==> config.mk <==
export PLATFORM = sky130hd
export DESIGN_NAME = cmd_host_if
export DESIGN_NICKNAME = d
export VERILOG_FILES = /design/src/rtl/chi_pkg.sv /design/src/rtl/chi_collect.sv /design/src/rtl/chi_engine.sv /design/src/rtl/chi_ctrl.sv /design/src/rtl/cmd_host_if.sv
export SDC_FILE = /design/constraint.sdc
export NUM_CORES = 1
export LEC_CHECK = 0
export BUFFER_PORTS_ARGS = -buffer_cell sky130_fd_sc_hd__buf_2
export CORE_MARGIN = 5
export CORE_UTILIZATION = 40
export DETAILED_ROUTE_END_ITERATION = 10
export PLACE_DENSITY_LB_ADDON = 0.2
export SYNTH_ARGS = -nofsm -noshare
export SYNTH_HDL_FRONTEND = slang
export SYNTH_SLANG_ARGS = --single-unit
==> constraint.sdc <==
create_clock -name clk -period 4.1 [get_ports clk]
set_input_delay 0.82 -clock clk [delete_from_list [all_inputs] [get_ports clk]]
set_output_delay 0.82 -clock clk [all_outputs]
set_load 0.05 [all_outputs]
==> src/rtl/chi_pkg.sv <==
package chi_pkg;
    localparam int DW        = 8;
    localparam int NUM_CMDS  = 3;

    localparam logic [DW-1:0] OP_ECHO   = 8'h10;
    localparam logic [DW-1:0] OP_INVERT = 8'h11;
    localparam logic [DW-1:0] OP_SUM    = 8'h12;

    // supported codes, entry 0 in the low byte
    localparam logic [NUM_CMDS-1:0][DW-1:0] OP_TABLE = {OP_SUM, OP_INVERT, OP_ECHO};

    localparam int ST_WAIT    = 0;
    localparam int ST_INVALID = 1;
    localparam int ST_NODATA  = 2;
endpackage

==> src/rtl/chi_collect.sv <==
module chi_collect
    import chi_pkg::*;
#(
    parameter int NP = 8,
    localparam int CW = $clog2(NP + 1)
) (
    input  logic                   clk,
    input  logic                   rst_n,
    input  logic                   byte_we,
    input  logic [DW-1:0]          byte_data,
    input  logic                   stop_i,
    output logic                   tel_end,
    output logic [DW-1:0]          tel_code,
    output logic [CW-1:0]          tel_cnt,
    output logic [NP-1:0][DW-1:0]  tel_par
);
    typedef struct packed {
        logic                  have;
        logic [DW-1:0]         code;
        logic [CW-1:0]         cnt;
        logic [NP-1:0][DW-1:0] par;
    } col_t;

    col_t s_d, s_q;

    always_comb begin
        s_d = s_q;
        if (stop_i) begin
            s_d = '0;
        end else if (byte_we) begin
            if (!s_q.have) begin
                s_d.have = 1'b1;
                s_d.code = byte_data;
            end else if (s_q.cnt < CW'(NP)) begin
                for (int i = 0; i < NP; i++) begin
                    if (s_q.cnt == CW'(i)) s_d.par[i] = byte_data;
                end
                s_d.cnt = s_q.cnt + 1'b1;
            end
        end
    end

    always_ff @(posedge clk or negedge rst_n) begin
        if (!rst_n) s_q <= '0;
        else        s_q <= s_d;
    end

    assign tel_end  = stop_i & s_q.have;
    assign tel_code = s_q.code;
    assign tel_cnt  = s_q.cnt;
    assign tel_par  = s_q.par;
endmodule

==> src/rtl/chi_engine.sv <==
module chi_engine
    import chi_pkg::*;
#(
    parameter int NP       = 8,
    parameter int BASE_LAT = 4,
    localparam int CW = $clog2(NP + 1),
    localparam int LW = $clog2(BASE_LAT + NP + 1)
) (
    input  logic                   clk,
    input  logic                   rst_n,
    input  logic                   go,
    input  logic [DW-1:0]          go_code,
    input  logic [CW-1:0]          go_cnt,
    input  logic [NP-1:0][DW-1:0]  go_par,
    output logic                   code_ok,
    output logic                   done,
    output logic                   nodata,
    output logic [NP-1:0][DW-1:0]  res
);
    typedef struct packed {
        logic                  busy;
        logic [LW-1:0]         left;
        logic [DW-1:0]         code;
        logic [CW-1:0]         n;
        logic [NP-1:0][DW-1:0] par;
    } eng_t;

    eng_t e_d, e_q;
    logic [NUM_CMDS-1:0] hit;
    logic [DW-1:0]       acc;

    for (genvar g = 0; g < NUM_CMDS; g++) begin : g_tab
        assign hit[g] = (go_code == OP_TABLE[g]);
    end
    assign code_ok = |hit;

    always_comb begin
        e_d = e_q;
        if (go) begin
            e_d.busy = 1'b1;
            e_d.left = LW'(BASE_LAT) + LW'(go_cnt) - LW'(1);
            e_d.code = go_code;
            e_d.n    = go_cnt;
            e_d.par  = go_par;
        end else if (e_q.busy) begin
            if (e_q.left == '0) e_d.busy = 1'b0;
            else                e_d.left = e_q.left - LW'(1);
        end
    end

    always_ff @(posedge clk or negedge rst_n) begin
        if (!rst_n) e_q <= '0;
        else        e_q <= e_d;
    end

    always_comb begin
        res = '0;
        acc = '0;
        for (int i = 0; i < NP; i++) acc = acc + e_q.par[i];
        case (e_q.code)
            OP_ECHO:   res = e_q.par;
            OP_INVERT: begin
                for (int i = 0; i < NP; i++) begin
                    if (CW'(i) < e_q.n) res[i] = ~e_q.par[i];
                end
            end
            OP_SUM:    res[0] = acc;
            default:   res = '0;
        endcase
    end

    assign done   = e_q.busy && (e_q.left == '0);
    assign nodata = (e_q.code == OP_SUM) && (e_q.n == '0);
endmodule

==> src/rtl/chi_ctrl.sv <==
module chi_ctrl
    import chi_pkg::*;
#(
    parameter int NP = 8
) (
    input  logic                   clk,
    input  logic                   rst_n,
    input  logic                   tel_end,
    input  logic                   code_ok,
    input  logic                   eng_done,
    input  logic                   eng_nodata,
    input  logic [NP-1:0][DW-1:0]  eng_res,
    output logic                   go,
    output logic [DW-1:0]          status,
    output logic                   rd_valid,
    output logic [NP-1:0][DW-1:0]  res
);
    typedef struct packed {
        logic                  busy_f;
        logic                  bad_f;
        logic                  nod_f;
        logic                  ok_f;
        logic [NP-1:0][DW-1:0] res;
    } ctl_t;

    ctl_t c_d, c_q;

    always_comb begin
        c_d = c_q;
        go  = 1'b0;
        if (c_q.busy_f) begin
            if (eng_done) begin
                c_d.busy_f = 1'b0;
                c_d.nod_f  = eng_nodata;
                c_d.ok_f   = !eng_nodata;
                if (!eng_nodata) c_d.res = eng_res;
            end
        end else if (tel_end) begin
            go         = code_ok;
            c_d.busy_f = code_ok;
            c_d.bad_f  = !code_ok;
            c_d.nod_f  = 1'b0;
            c_d.ok_f   = 1'b0;
        end
    end

    always_ff @(posedge clk or negedge rst_n) begin
        if (!rst_n) c_q <= '0;
        else        c_q <= c_d;
    end

    always_comb begin
        status             = '0;
        status[ST_WAIT]    = c_q.busy_f;
        status[ST_INVALID] = c_q.bad_f;
        status[ST_NODATA]  = c_q.nod_f;
    end

    assign rd_valid = c_q.ok_f;
    assign res      = c_q.res;
endmodule

==> src/rtl/cmd_host_if.sv <==
module cmd_host_if
    import chi_pkg::*;
#(
    parameter int NP       = 8,
    parameter int BASE_LAT = 4,
    localparam int CW = $clog2(NP + 1),
    localparam int IW = (NP > 1) ? $clog2(NP) : 1
) (
    input  logic          clk,
    input  logic          rst_n,
    input  logic          byte_we,
    input  logic [7:0]    byte_data,
    input  logic          stop_i,
    input  logic [IW-1:0] rd_idx,
    output logic [7:0]    rd_data,
    output logic [7:0]    status,
    output logic          rd_valid
);
    logic                  tel_end;
    logic [DW-1:0]         tel_code;
    logic [CW-1:0]         tel_cnt;
    logic [NP-1:0][DW-1:0] tel_par;
    logic                  go;
    logic                  code_ok;
    logic                  eng_done;
    logic                  eng_nodata;
    logic [NP-1:0][DW-1:0] eng_res;
    logic [NP-1:0][DW-1:0] res;

    chi_collect #(.NP(NP)) u_collect (
        .clk       (clk),
        .rst_n     (rst_n),
        .byte_we   (byte_we),
        .byte_data (byte_data),
        .stop_i    (stop_i),
        .tel_end   (tel_end),
        .tel_code  (tel_code),
        .tel_cnt   (tel_cnt),
        .tel_par   (tel_par)
    );

    chi_engine #(.NP(NP), .BASE_LAT(BASE_LAT)) u_engine (
        .clk     (clk),
        .rst_n   (rst_n),
        .go      (go),
        .go_code (tel_code),
        .go_cnt  (tel_cnt),
        .go_par  (tel_par),
        .code_ok (code_ok),
        .done    (eng_done),
        .nodata  (eng_nodata),
        .res     (eng_res)
    );

    chi_ctrl #(.NP(NP)) u_ctrl (
        .clk        (clk),
        .rst_n      (rst_n),
        .tel_end    (tel_end),
        .code_ok    (code_ok),
        .eng_done   (eng_done),
        .eng_nodata (eng_nodata),
        .eng_res    (eng_res),
        .go         (go),
        .status     (status),
        .rd_valid   (rd_valid),
        .res        (res)
    );

    always_comb begin
        rd_data = '0;
        for (int i = 0; i < NP; i++) begin
            if (rd_idx == IW'(i)) rd_data = res[i];
        end
    end
endmodule

Word-level counts from Yosys, hierarchy flattened

Cells that the tools add are included.

Flip-flop bits (word level): 226

Multiplexer cells: 43
Equal/unequal tests: 23
Order comparisons: 9
Reductions and logical operators: 36
Add/subtract/negate cells: 11
Bitwise operators: 11

Operators by type and width:

| operator            | count |
|---|---|
| $mux 8              | 25 |
| $mux 77             | 2 |
| $mux 68             | 2 |
| $pmux 56 s2         | 1 |
| $mux 66             | 1 |
| $mux 64             | 1 |
| $not 8->8           | 8 |
| $add 8x8->8         | 7 |
| $eq 8x5->1 const B  | 6 |
| $reduce_and 4->1    | 8 |
| $reduce_bool 2->1   | 13 |
| $pmux 8 s3          | 1 |
| $eq 4x3->1 const B  | 4 |
| $lt 3x4->1 const A  | 4 |
| $eq 3x3->1 const B  | 4 |
| $logic_not 4->1     | 3 |
| $mux 5              | 2 |
| $eq 4x2->1 const B  | 2 |
| $lt 1x4->1 const A  | 2 |
| $lt 2x4->1 const A  | 2 |
| $mux 4              | 2 |
| $reduce_and 2->1    | 4 |
| $sub 4x1->4 const B | 2 |
| $eq 3x2->1 const B  | 2 |
| other kinds (15)    | 25 |

Longest topological paths before layout

Gate-level depths: netlist (run 1).

Word-level depth: 11
Gate-level depth with buffers: 16

By module

A second synthesis (run 1) with hierarchy kept.

Cells, all modules: 1099
Area total of the unflattened synthesis: 12540.8 um2

By module, submodules not included:

| module      | cells each | instances | area each (um2) | seq. area each (um2) |
|---|---|---|---|---|
| chi_engine  | 550        | 1         | 5267.6          | 2026.9 |
| chi_collect | 361        | 1         | 4062.6          | 1926.8 |
| chi_ctrl    | 159        | 1         | 2660.1          | 1701.6 |
| cmd_host_if | 29         | 1         | 550.5           | 0.0 |

Least setup slack after synthesis (run 1)

Ideal clock, no wire load.

Kind: reg-to-reg
Start point: register u_engine.e_q[2] in the netlist's numbering
End point: register u_ctrl.c_q, in the netlist u_ctrl.res[6]
Data required time: 4.034 ns
Setup slack: 0.234 ns
Arrival time: 3.800 ns
Buffers on the path: 0
Period minus slack after synthesis: 3.866 ns
Stages on the path, launching flop included: 17
Path through: dfrtp_1 inv_1 fa_1 inv_1 fa_1 fa_1 inv_1 fa_1 inv_1 ha_1 inv_1 fa_1 nor2b_1 o21a_1 nor3_1 o32ai_1 a22o_1

Cells in the longest elaborated chain, start to end: 8

Ends and longest elaborated chain:

| what                      | line             | text |
|---|---|---|
| start, declared           | chi_engine.sv:28 | `eng_t e_d, e_q;` |
| start signal, assigned    | chi_engine.sv:52 | `if (!rst_n) e_q <= '0;` |
| start signal, assigned    | chi_engine.sv:53 | `else e_q <= e_d;` |
| $add 8x8->8 (7 in series) | chi_engine.sv:59 | `for (int i = 0; i < NP; i++) acc = acc + e_q.par[i];` |
| $pmux 8 s3                | chi_engine.sv:60 | `case (e_q.code)` |
| end signal, assigned      | chi_ctrl.sv:48   | `if (!rst_n) c_q <= '0;` |
| end signal, assigned      | chi_ctrl.sv:49   | `else c_q <= c_d;` |
| end, declared             | chi_ctrl.sv:26   | `ctl_t c_d, c_q;` |

No other way between the ends.
A chain may end at the register's enable or synchronous reset.

Worst setup path in the final report (run 1)

Start point: register u_engine.e_q[27] in the netlist's numbering
End point: register u_ctrl.c_q, in the netlist u_ctrl.res[5]

Cells in the longest elaborated chain, start to end: 6

Ends and longest elaborated chain:

| what                      | line |
|---|---|
| $add 8x8->8 (5 in series) | chi_engine.sv:59 |
| $pmux 8 s3                | chi_engine.sv:60 |

No other way between the ends.

==> summary.txt, run 1 <==
=================================================================================
Per-instance average area after synthesis ..........................  10.98 sq um
Slew @ Worst Pin ...................................................    0.9672 ns
Startpoint class of the critical path ..............................    flip-flop
Nature of the critical path endpoint ...............................    flip-flop
DR pass1 iterations ................................................            5
Tightest Hold Check Type ...........................................     in2async
Via count of the first global-routing pass .........................         7581
Final period utilization ...........................................       95.63%
Clock latency of the later-clocked register in the worst-skew pair .      0.52 ns
Remaining global-route overflow ....................................            0
Nets ...............................................................         1147
Number of nets with antenna violations after detailed routing ......            0
Placeable core region ..............................................  28700 sq um
Die span in y ...................................................... 180.7 microns
Clock tree from TritonCTS ..........................................        built
Worst max-slew margin expressed relative to the limit ..............       35.39%
Floorplan die area .................................................  32650 sq um
Main area contributors after synthesis ............................. sky130_fd_sc_hd__dfrtp_1 (49%), sky130_fd_sc_hd__mux2_2 (7.7%), sky130_fd_sc_hd__fa_1 (6.7%), sky130_fd_sc_hd__mux2i_1 (4.0%), sky130_fd_sc_hd__nand2_1 (3.5%)
Power density over cell area ....................................... 389.3 nW/um^2
Fraction of the yosys area taken by sequential cells ...............       48.52%
Total clock buffers created by CTS .................................           25
Number of warning messages in the yosys log ........................            0
Fraction of synthesis flops using an asynchronous set or reset pin .       100.0%
Initial antenna violation count ....................................            0
Depth of the CTS H-tree ............................................            1
Antenna diodes .....................................................            0
Sw power ...........................................................   0.001302 W
I/O Buffers ........................................................           26
GRT Resource Usage Total ...........................................       17.44%
Max-capacitance violation count ....................................            0
Relative contribution of sequential cells to total power ...........        45.7%
Iteration-0 DRC count of the detailed router .......................          526
Avg WL per Cell .................................................... 19.02 microns
Instance count of the mapped netlist ...............................         1062
Int Pwr ............................................................   0.003807 W
Crit path largest cell delay .......................................      0.56 ns
Post-layout total power ............................................   0.005109 W
Placed wire-length estimate after detailed placement ...............     20.06 mm
Pleak ..............................................................     6.154 nW
Via count ..........................................................         7579
Most used DFF post-synth ........................................... sky130_fd_sc_hd__dfrtp_1
Cell mode on critical path ......................................... sky130_fd_sc_hd__fa_1
First-pass GRT wire length .........................................     45.72 mm
Area added between synthesis and finish ............................       12.60%
Cell type with the highest aggregate area in the netlist ........... sky130_fd_sc_hd__dfrtp_1
Biggest fanout along the worst timing path .........................            4
Fmax ...............................................................    255.0 MHz
Final setup viols ..................................................            0
Arrival time at the worst endpoint .................................      4.33 ns
Peak supply drop ...................................................    0.2501 mV
Required time reported for the critical path endpoint ..............      4.51 ns
Routed WL ..........................................................     28.18 mm
Clock slew at reported path FFs ....................................      0.06 ns
Time the worst path needs with I/O delays and setup ................     3.921 ns
Number of buffers between clock root and the deepest sink ..........            3
Initial Util .......................................................       40.61%
Share of cells above drive strength 1 ..............................       19.13%
Top-count cell post-synth .......................................... sky130_fd_sc_hd__dfrtp_1
CTS Hold Bufs ......................................................            0
Worst Hold Margin ..................................................    0.3313 ns
Final setup margin .................................................    0.1791 ns
Number of rows in the core area ....................................           62
Worst Skew .........................................................   0.01275 ns
Fin. Hold Viols ....................................................            0
# IOs ..............................................................           32
Logic gate share of total power ....................................        10.2%
Critical-path cell list ............................................ inv_2 > fa_1 > inv_1 > fa_1 > fa_1 > inv_1 > fa_1 > inv_1 > ha_1 > a21o_1 > a21oi_2 > xor2_1 > o22ai_1 > a22o_1
Number of remaining DRC errors .....................................            0
Routability cong. ..................................................       0.8138
Class of the most critical setup path ..............................      reg2reg
Fraction of power spent switching nets .............................       25.49%
Part of the total power dissipated in the clock network ............        44.1%
Number of different library cells in the post-synthesis netlist ....           56
Die extent in x .................................................... 180.7 microns
Synthesized cell area ..............................................  11660 sq um
Number of max-slew violations in the final report ..................            0
Via density per instance ...........................................        5.114
Commonest cells post-synth ......................................... sky130_fd_sc_hd__dfrtp_1 (226), sky130_fd_sc_hd__nand2_1 (108), sky130_fd_sc_hd__inv_1 (91)
Status ............................................................. complete, no violations
Placement-stage worst setup slack ..................................   0.06362 ns
Crit path max-delay cell type ...................................... sky130_fd_sc_hd__fa_1
Sinks on the clock net .............................................          226
Share of Yosys cell area claimed by the top area cell type .........       48.52%
Number of enable-type register cells in the synthesized netlist ....            0
Root buffer cell ................................................... sky130_fd_sc_hd__clkbuf_16
Largest net degree at the start of global routing ..................           97
Fill cell total of the finished layout .............................         2734
Seq cells post-synth ...............................................          226
=================================================================================
metrics by stage:
| stage | util, % | TNS (ns) | std cells | instance area (sq um) |
|---|---|---|---|---|
| 6_report | 45.73 | 0 | 1482 | 13130 |
| 5_1_grt | 45.73 | -0.02745 | 1482 | 13130 |
| 4_1_cts | 45.51 | 0 | 1478 | 13060 |
| 3_5_place_dp | 42.64 | 0 | 1432 | 12240 |
| 3_3_place_gp | 42.64 | 0 | 1432 | 12240 |
| 2_1_floorplan | - | 0 | 1066 | 11670 |
worst max-delay path: cells and delay by family (launching register included):
family	cells	cell delay, ns
buf+inv	4	0.21
fa+ha+maj	5	2.41
compound gates	4	0.62
flops	1	0.38
xor+xnor	1	0.17
final timing paths:
check,from,to,slack (ns),cells after the start
max,u_engine.e_q[27],u_ctrl.res[5],0.18,14
min,rst_n,u_ctrl.res[9],0.33,1
max reg2reg,u_engine.e_q[27],u_ctrl.res[5],0.18,14
min reg2reg,u_collect.tel_par[7],u_collect.tel_par[7],0.48,2
max in group asynchronous,rst_n,u_collect.tel_par[2],2.89,2
min in group clk,u_collect.tel_par[7],u_collect.tel_par[7],0.48,2
layer usage:
metal | share of wire (%) | vias to the layer above | GRT usage (%)
li1 | - | 3606 | -
met1 | 52 | 3819 | 28.55
met2 | 43 | 122 | 24.77
met3 | 3.7 | 32 | 2.192
met4 | 1.6 | 0 | 3.358
met5 | 0 | - | 0
flip-flops by register name, indices dropped and copies added (netlist names):
| signal | count |
|---|---|
| u_collect.s_q | 1 |
| u_collect.tel_par | 64 |
| u_ctrl.rd_valid | 1 |
| u_collect.tel_cnt | 4 |
| u_engine.e_q | 81 |
| u_ctrl.status | 3 |
| u_collect.tel_code | 8 |
| u_ctrl.res | 64 |
cells in the final DEF, fill, tap and decap left out, types with 3 or more instances in the layout:
| master | instances |
|---|---|
| sky130_fd_sc_hd__dfrtp_1 | 226 |
| sky130_fd_sc_hd__nand2_1 | 108 |
| sky130_fd_sc_hd__inv_1 | 89 |
| sky130_fd_sc_hd__mux2_2 | 80 |
| sky130_fd_sc_hd__nor2_1 | 66 |
| sky130_fd_sc_hd__a21oi_1 | 60 |
| sky130_fd_sc_hd__mux2i_1 | 47 |
| sky130_fd_sc_hd__o21ai_0 | 45 |
| sky130_fd_sc_hd__fa_1 | 37 |
| sky130_fd_sc_hd__nand3_1 | 33 |
| sky130_fd_sc_hd__mux2_1 | 32 |
| sky130_fd_sc_hd__buf_4 | 28 |
| sky130_fd_sc_hd__o21ai_1 | 26 |
| sky130_fd_sc_hd__clkbuf_16 | 25 |
| sky130_fd_sc_hd__buf_2 | 25 |
| sky130_fd_sc_hd__xnor2_1 | 15 |
| sky130_fd_sc_hd__nand2b_1 | 14 |
| sky130_fd_sc_hd__mux4_2 | 12 |
| sky130_fd_sc_hd__ha_1 | 12 |
| sky130_fd_sc_hd__and2_1 | 10 |
| sky130_fd_sc_hd__a22o_1 | 9 |
| sky130_fd_sc_hd__o22ai_1 | 8 |
| sky130_fd_sc_hd__nor3_1 | 6 |
| sky130_fd_sc_hd__clkinv_2 | 6 |
| sky130_fd_sc_hd__clkbuf_1 | 6 |
| sky130_fd_sc_hd__o21a_1 | 5 |
| sky130_fd_sc_hd__conb_1 | 5 |
| sky130_fd_sc_hd__clkbuf_8 | 5 |
| sky130_fd_sc_hd__buf_12 | 4 |
| sky130_fd_sc_hd__nor2b_1 | 3 |
| sky130_fd_sc_hd__xor2_1 | 3 |
cell families (layout without fill, tap and decap cells):
logic type | count (synthesis) | in the layout | synth area share [%]
AO/OA/AOI/OAI | 170 | 170 | 8.255
XOR/XNOR | 20 | 20 | 1.739
adder cells (fa/ha/maj) | 53 | 53 | 8.201
buffers and inverters | 163 | 195 | 5.979
flip-flops | 226 | 226 | 48.52
multiplexers | 171 | 171 | 17.17
other | 1 | 5 | 0.03217
AND/OR/NAND/NOR | 258 | 258 | 10.10
power groups by stage:
| stage | Sequential [W] | Clock (W) | Combinational (W) |
|---|---|---|---|
| after global placement | 0.00238 | 0 | 0.000520 |
| after global routing | 0.00234 | 0.00241 | 0.000582 |
| final | 0.00234 | 0.00225 | 0.000520 |
| after floorplan | 0.00239 | 0 | 0.000344 |
| after CTS | 0.00234 | 0.00231 | 0.000529 |
| after detailed placement | 0.00238 | 0 | 0.000527 |
cell type report:
cell class                      count  area (sq um)  area share, %
Sequential cell                   226          5655          43.09
Multi-Input combinational cell    677          5393          41.09
Clock buffer                       36         716.9          5.462
Tap cell                          384         480.5          3.661
Timing Repair Buffer               58         430.4          3.279
Inverter                           91         341.6          2.602
Clock inverter                     10         107.6         0.8198
what timing repair did:
item | 4_1_cts | 5_1_grt
gates resized for setup | 0 | 8
setup endpoints to repair | 0 | 2
buffers inserted | 0 | 4
endpoints found under the hold margin | 0 | 0
Power figures use the tool's default switching activity.
==> inputs of run 2 (changes only) <==
Settings changed: SLEW_MARGIN set to 20, SYNTH_HIERARCHICAL set to 1.
==> run 2 against run 1 <==
  * Cell area grew 3.4%
  * Sequential cell count unchanged
  * First-iteration DRC count fell by 20%
  * Sequential power is 8% higher
  * Power up 77%
  * Critical path depth grew 3
  * Largest cell class unchanged
  * Critical endpoint is now u_ctrl/res[6]
  * Die area up 7.2%
  * Sequential share of layout area down 1.4 points
  * Maximum frequency shrank 2.0%
  * Largest power group is now combinational logic
  * Combinational power grew to 7.8 times the previous value
  * Non-clock buffer count grew 9
  * Clock skew up 0.0045 ns
==> summary.txt, run 2 <==
=================================================================================
Status ............................................................. complete, no violations
Worst max-slew margin expressed relative to the limit ..............       30.38%
Remaining global-route overflow ....................................            0
Tightest Hold Check Type ...........................................     in2async
Post-layout total power ............................................   0.009028 W
Pleak ..............................................................     6.770 nW
Final setup margin .................................................   0.09863 ns
Top-count cell post-synth .......................................... sky130_fd_sc_hd__dfrtp_1
# IOs ..............................................................           32
Sinks on the clock net .............................................          226
Worst Hold Margin ..................................................    0.3072 ns
Sw power ...........................................................   0.003227 W
Commonest cells post-synth ......................................... sky130_fd_sc_hd__dfrtp_1 (226), sky130_fd_sc_hd__nand2_1 (112), sky130_fd_sc_hd__mux2_2 (106)
Peak supply drop ...................................................    0.7691 mV
Biggest register ................................................... u_engine/e_q
Antenna diodes .....................................................            0
Crit path max-delay cell type ...................................... sky130_fd_sc_hd__fa_2
Number of max-slew violations in the final report ..................            0
Clock tree from TritonCTS ..........................................        built
Number of warning messages in the yosys log ........................            6
Max-capacitance violation count ....................................            0
Depth of the CTS H-tree ............................................            1
Share of Yosys cell area claimed by the top area cell type .........       45.10%
Fill cell total of the finished layout .............................         2915
Die extent in x .................................................... 187.1 microns
Most frequent cells in the layout .................................. sky130_fd_sc_hd__dfrtp_1 (226), sky130_fd_sc_hd__nand2_1 (112), sky130_fd_sc_hd__mux2_2 (105), sky130_fd_sc_hd__inv_1 (86), sky130_fd_sc_hd__o21ai_0 (86)
Fin. Hold Viols ....................................................            0
Biggest fanout along the worst timing path .........................            2
Routability cong. ..................................................       0.8070
RR Endpoint ........................................................ u_ctrl/res[6]
Arrival time at the worst endpoint .................................      4.42 ns
Crit path largest cell delay .......................................      0.56 ns
First-pass GRT wire length .........................................     45.27 mm
Synthesized cell area ..............................................  12540 sq um
Top cell family by delay on the critical path ......................  adder cells
Total clock buffers created by CTS .................................           26
GRT Resource Usage Total ...........................................       16.09%
Time the worst path needs with I/O delays and setup ................     4.001 ns
Number of buffer and inverter stages on the critical path ..........            6
Largest net degree at the start of global routing ..................          100
Startpoint of the worst register-to-register path .................. u_engine/e_q[10]
Cell mode on critical path ......................................... sky130_fd_sc_hd__inv_2
Via count ..........................................................         7274
Required time reported for the critical path endpoint ..............      4.52 ns
Placed wire-length estimate after detailed placement ...............     19.48 mm
Share of cells above drive strength 1 ..............................       23.73%
Nature of the critical path endpoint ...............................    flip-flop
Placement-stage worst setup slack ..................................   -0.1184 ns
Critical path capture point ........................................ u_ctrl/res[6]
Main area contributors after synthesis ............................. sky130_fd_sc_hd__dfrtp_1 (45%), sky130_fd_sc_hd__mux2_2 (9.5%), sky130_fd_sc_hd__mux2i_1 (6.3%), sky130_fd_sc_hd__fa_1 (6.2%), sky130_fd_sc_hd__buf_4 (4.8%)
Via count of the first global-routing pass .........................         7569
CTS Hold Bufs ......................................................            0
Clock latency of the later-clocked register in the worst-skew pair .      0.53 ns
Iteration-0 DRC count of the detailed router .......................          421
Post-route setup TNS ...............................................         0 ns
Instance count of the mapped netlist ...............................         1099
Critical-path cell list ............................................ inv_2 > fa_1 > inv_2 > fa_2 > fa_1 > inv_2 > fa_1 > inv_2 > ha_4 > inv_2 > fa_2 > inv_2 > a21o_1 > a21oi_2 > xor2_1 > o221ai_1 > mux2_4
Placeable core region ..............................................  30750 sq um
Number of nets with antenna violations after detailed routing ......            0
Number of remaining DRC errors .....................................            0
Fraction of power spent switching nets .............................       35.75%
Relative contribution of sequential cells to total power ...........        28.0%
Initial antenna violation count ....................................            0
Final setup viols ..................................................            0
Setup slack of the worst register-to-register path .................       0.1 ns
Number of different library cells in the post-synthesis netlist ....           56
Via density per instance ...........................................        4.918
Floorplan die area .................................................  34990 sq um
Int Pwr ............................................................   0.005801 W
Unrepaired setup endpoints after global routing ....................         true
Die span in y ...................................................... 187.1 microns
Worst Skew .........................................................   0.01729 ns
Worst r2r path cells ...............................................           17
Per-instance average area after synthesis ..........................  11.41 sq um
Seq cells post-synth ...............................................          226
Fraction of the core area covered by cells at the end of the flow ..       44.12%
Fmax ...............................................................    249.9 MHz
Clock slew at reported path FFs ....................................      0.07 ns
Fraction of the yosys area taken by sequential cells ...............       45.10%
Area added between synthesis and finish ............................       8.171%
Critical path depth ................................................           17
Final period utilization ...........................................       97.59%
Number of rows in the core area ....................................           64
I/O Buffers ........................................................           26
Number of buffers between clock root and the deepest sink ..........            3
Fraction of synthesis flops using an asynchronous set or reset pin .       100.0%
Logic gate share of total power ....................................        45.0%
Part of the total power dissipated in the clock network ............        27.0%
Class of the most critical setup path ..............................      reg2reg
Initial Util .......................................................       40.78%
Most used DFF post-synth ........................................... sky130_fd_sc_hd__dfrtp_1
DR pass1 iterations ................................................            5
Number of enable-type register cells in the synthesized netlist ....            0
Flip-flop count of the largest register after layout ...............           81
Cell type with the highest aggregate area in the netlist ........... sky130_fd_sc_hd__dfrtp_1
Nets ...............................................................         1133
Commonest non-fill, non-tap cell in the layout ..................... sky130_fd_sc_hd__dfrtp_1
Power density over cell area ....................................... 665.5 nW/um^2
Routed WL ..........................................................     27.90 mm
Root buffer cell ................................................... sky130_fd_sc_hd__clkbuf_16
Slew @ Worst Pin ...................................................     1.037 ns
Avg WL per Cell .................................................... 18.86 microns
Startpoint class of the critical path ..............................    flip-flop
Origin of the worst setup path ..................................... u_engine/e_q[10]
=================================================================================
run 2: cells by family (layout without fill, tap and decap cells):
group	count (synthesis)	in the layout	synth area share (%)
buf+inv	230	210	10.58
compound gates	127	127	5.428
mux	206	206	19.74
other cells	1	5	0.02990
xor+xnor	20	20	1.616
fa+ha+maj	54	54	7.722
flops	226	226	45.10
simple gates	235	235	9.788
run 2: per-layer routing:
metal / GRT usage, % / vias up / wire (microns)
li1: - / 3503 / -
met3: 2.202 / 40 / 883
met2: 23.99 / 85 / 12130
met1: 25.02 / 3646 / 14340
met5: 0 / - / 0
met4: 3.470 / 0 / 549
run 2: cell type report:
type / instances / area, sq um / share of cell area, %
clock buffer: 36 / 759.5 / 5.599
tap: 396 / 495.5 / 3.652
multi-input combinational: 647 / 5640 / 41.58
clock inverter: 11 / 143.9 / 1.061
sequential: 226 / 5655 / 41.69
inverter: 96 / 360.3 / 2.656
timing repair buffer: 67 / 510.5 / 3.763
run 2: how the worst min path moves through the flow:
| stage | endpoint | slack, ns |
|---|---|---|
| 2_1_floorplan | u_ctrl/res[19] | 0.47 |
| 3_3_place_gp | u_ctrl/status[1] | 0.46 |
| 3_5_place_dp | u_engine/e_q[32] | 0.47 |
| 4_1_cts | u_collect/tel_cnt[0] | 0.35 |
| 5_1_grt | u_collect/tel_cnt[0] | 0.37 |
| 6_report | u_engine/e_q[80] | 0.31 |
run 2: power by group through the flow:
stage | registers [W] | logic [W] | clock network [W]
2_1_floorplan | 0.00257 | 0.00269 | 0
3_3_place_gp | 0.00256 | 0.00354 | 0
3_5_place_dp | 0.00256 | 0.00358 | 0
4_1_cts | 0.00252 | 0.00376 | 0.00250
5_1_grt | 0.00255 | 0.00474 | 0.00260
6_report | 0.00253 | 0.00407 | 0.00243
run 2: stage by stage:
stage	area (sq um)	std cells
final	13570	1479
after global routing	13570	1479
after CTS	13480	1473
after detailed placement	12560	1426
after global placement	12560	1426
after floorplan	12560	1103
run 2: timing repair:
action,in CTS,in global routing
endpoints found under the setup margin,2,4
cloned,0,0
setup buffers,0,6
gates resized for setup,5,16
pin swaps,2,16
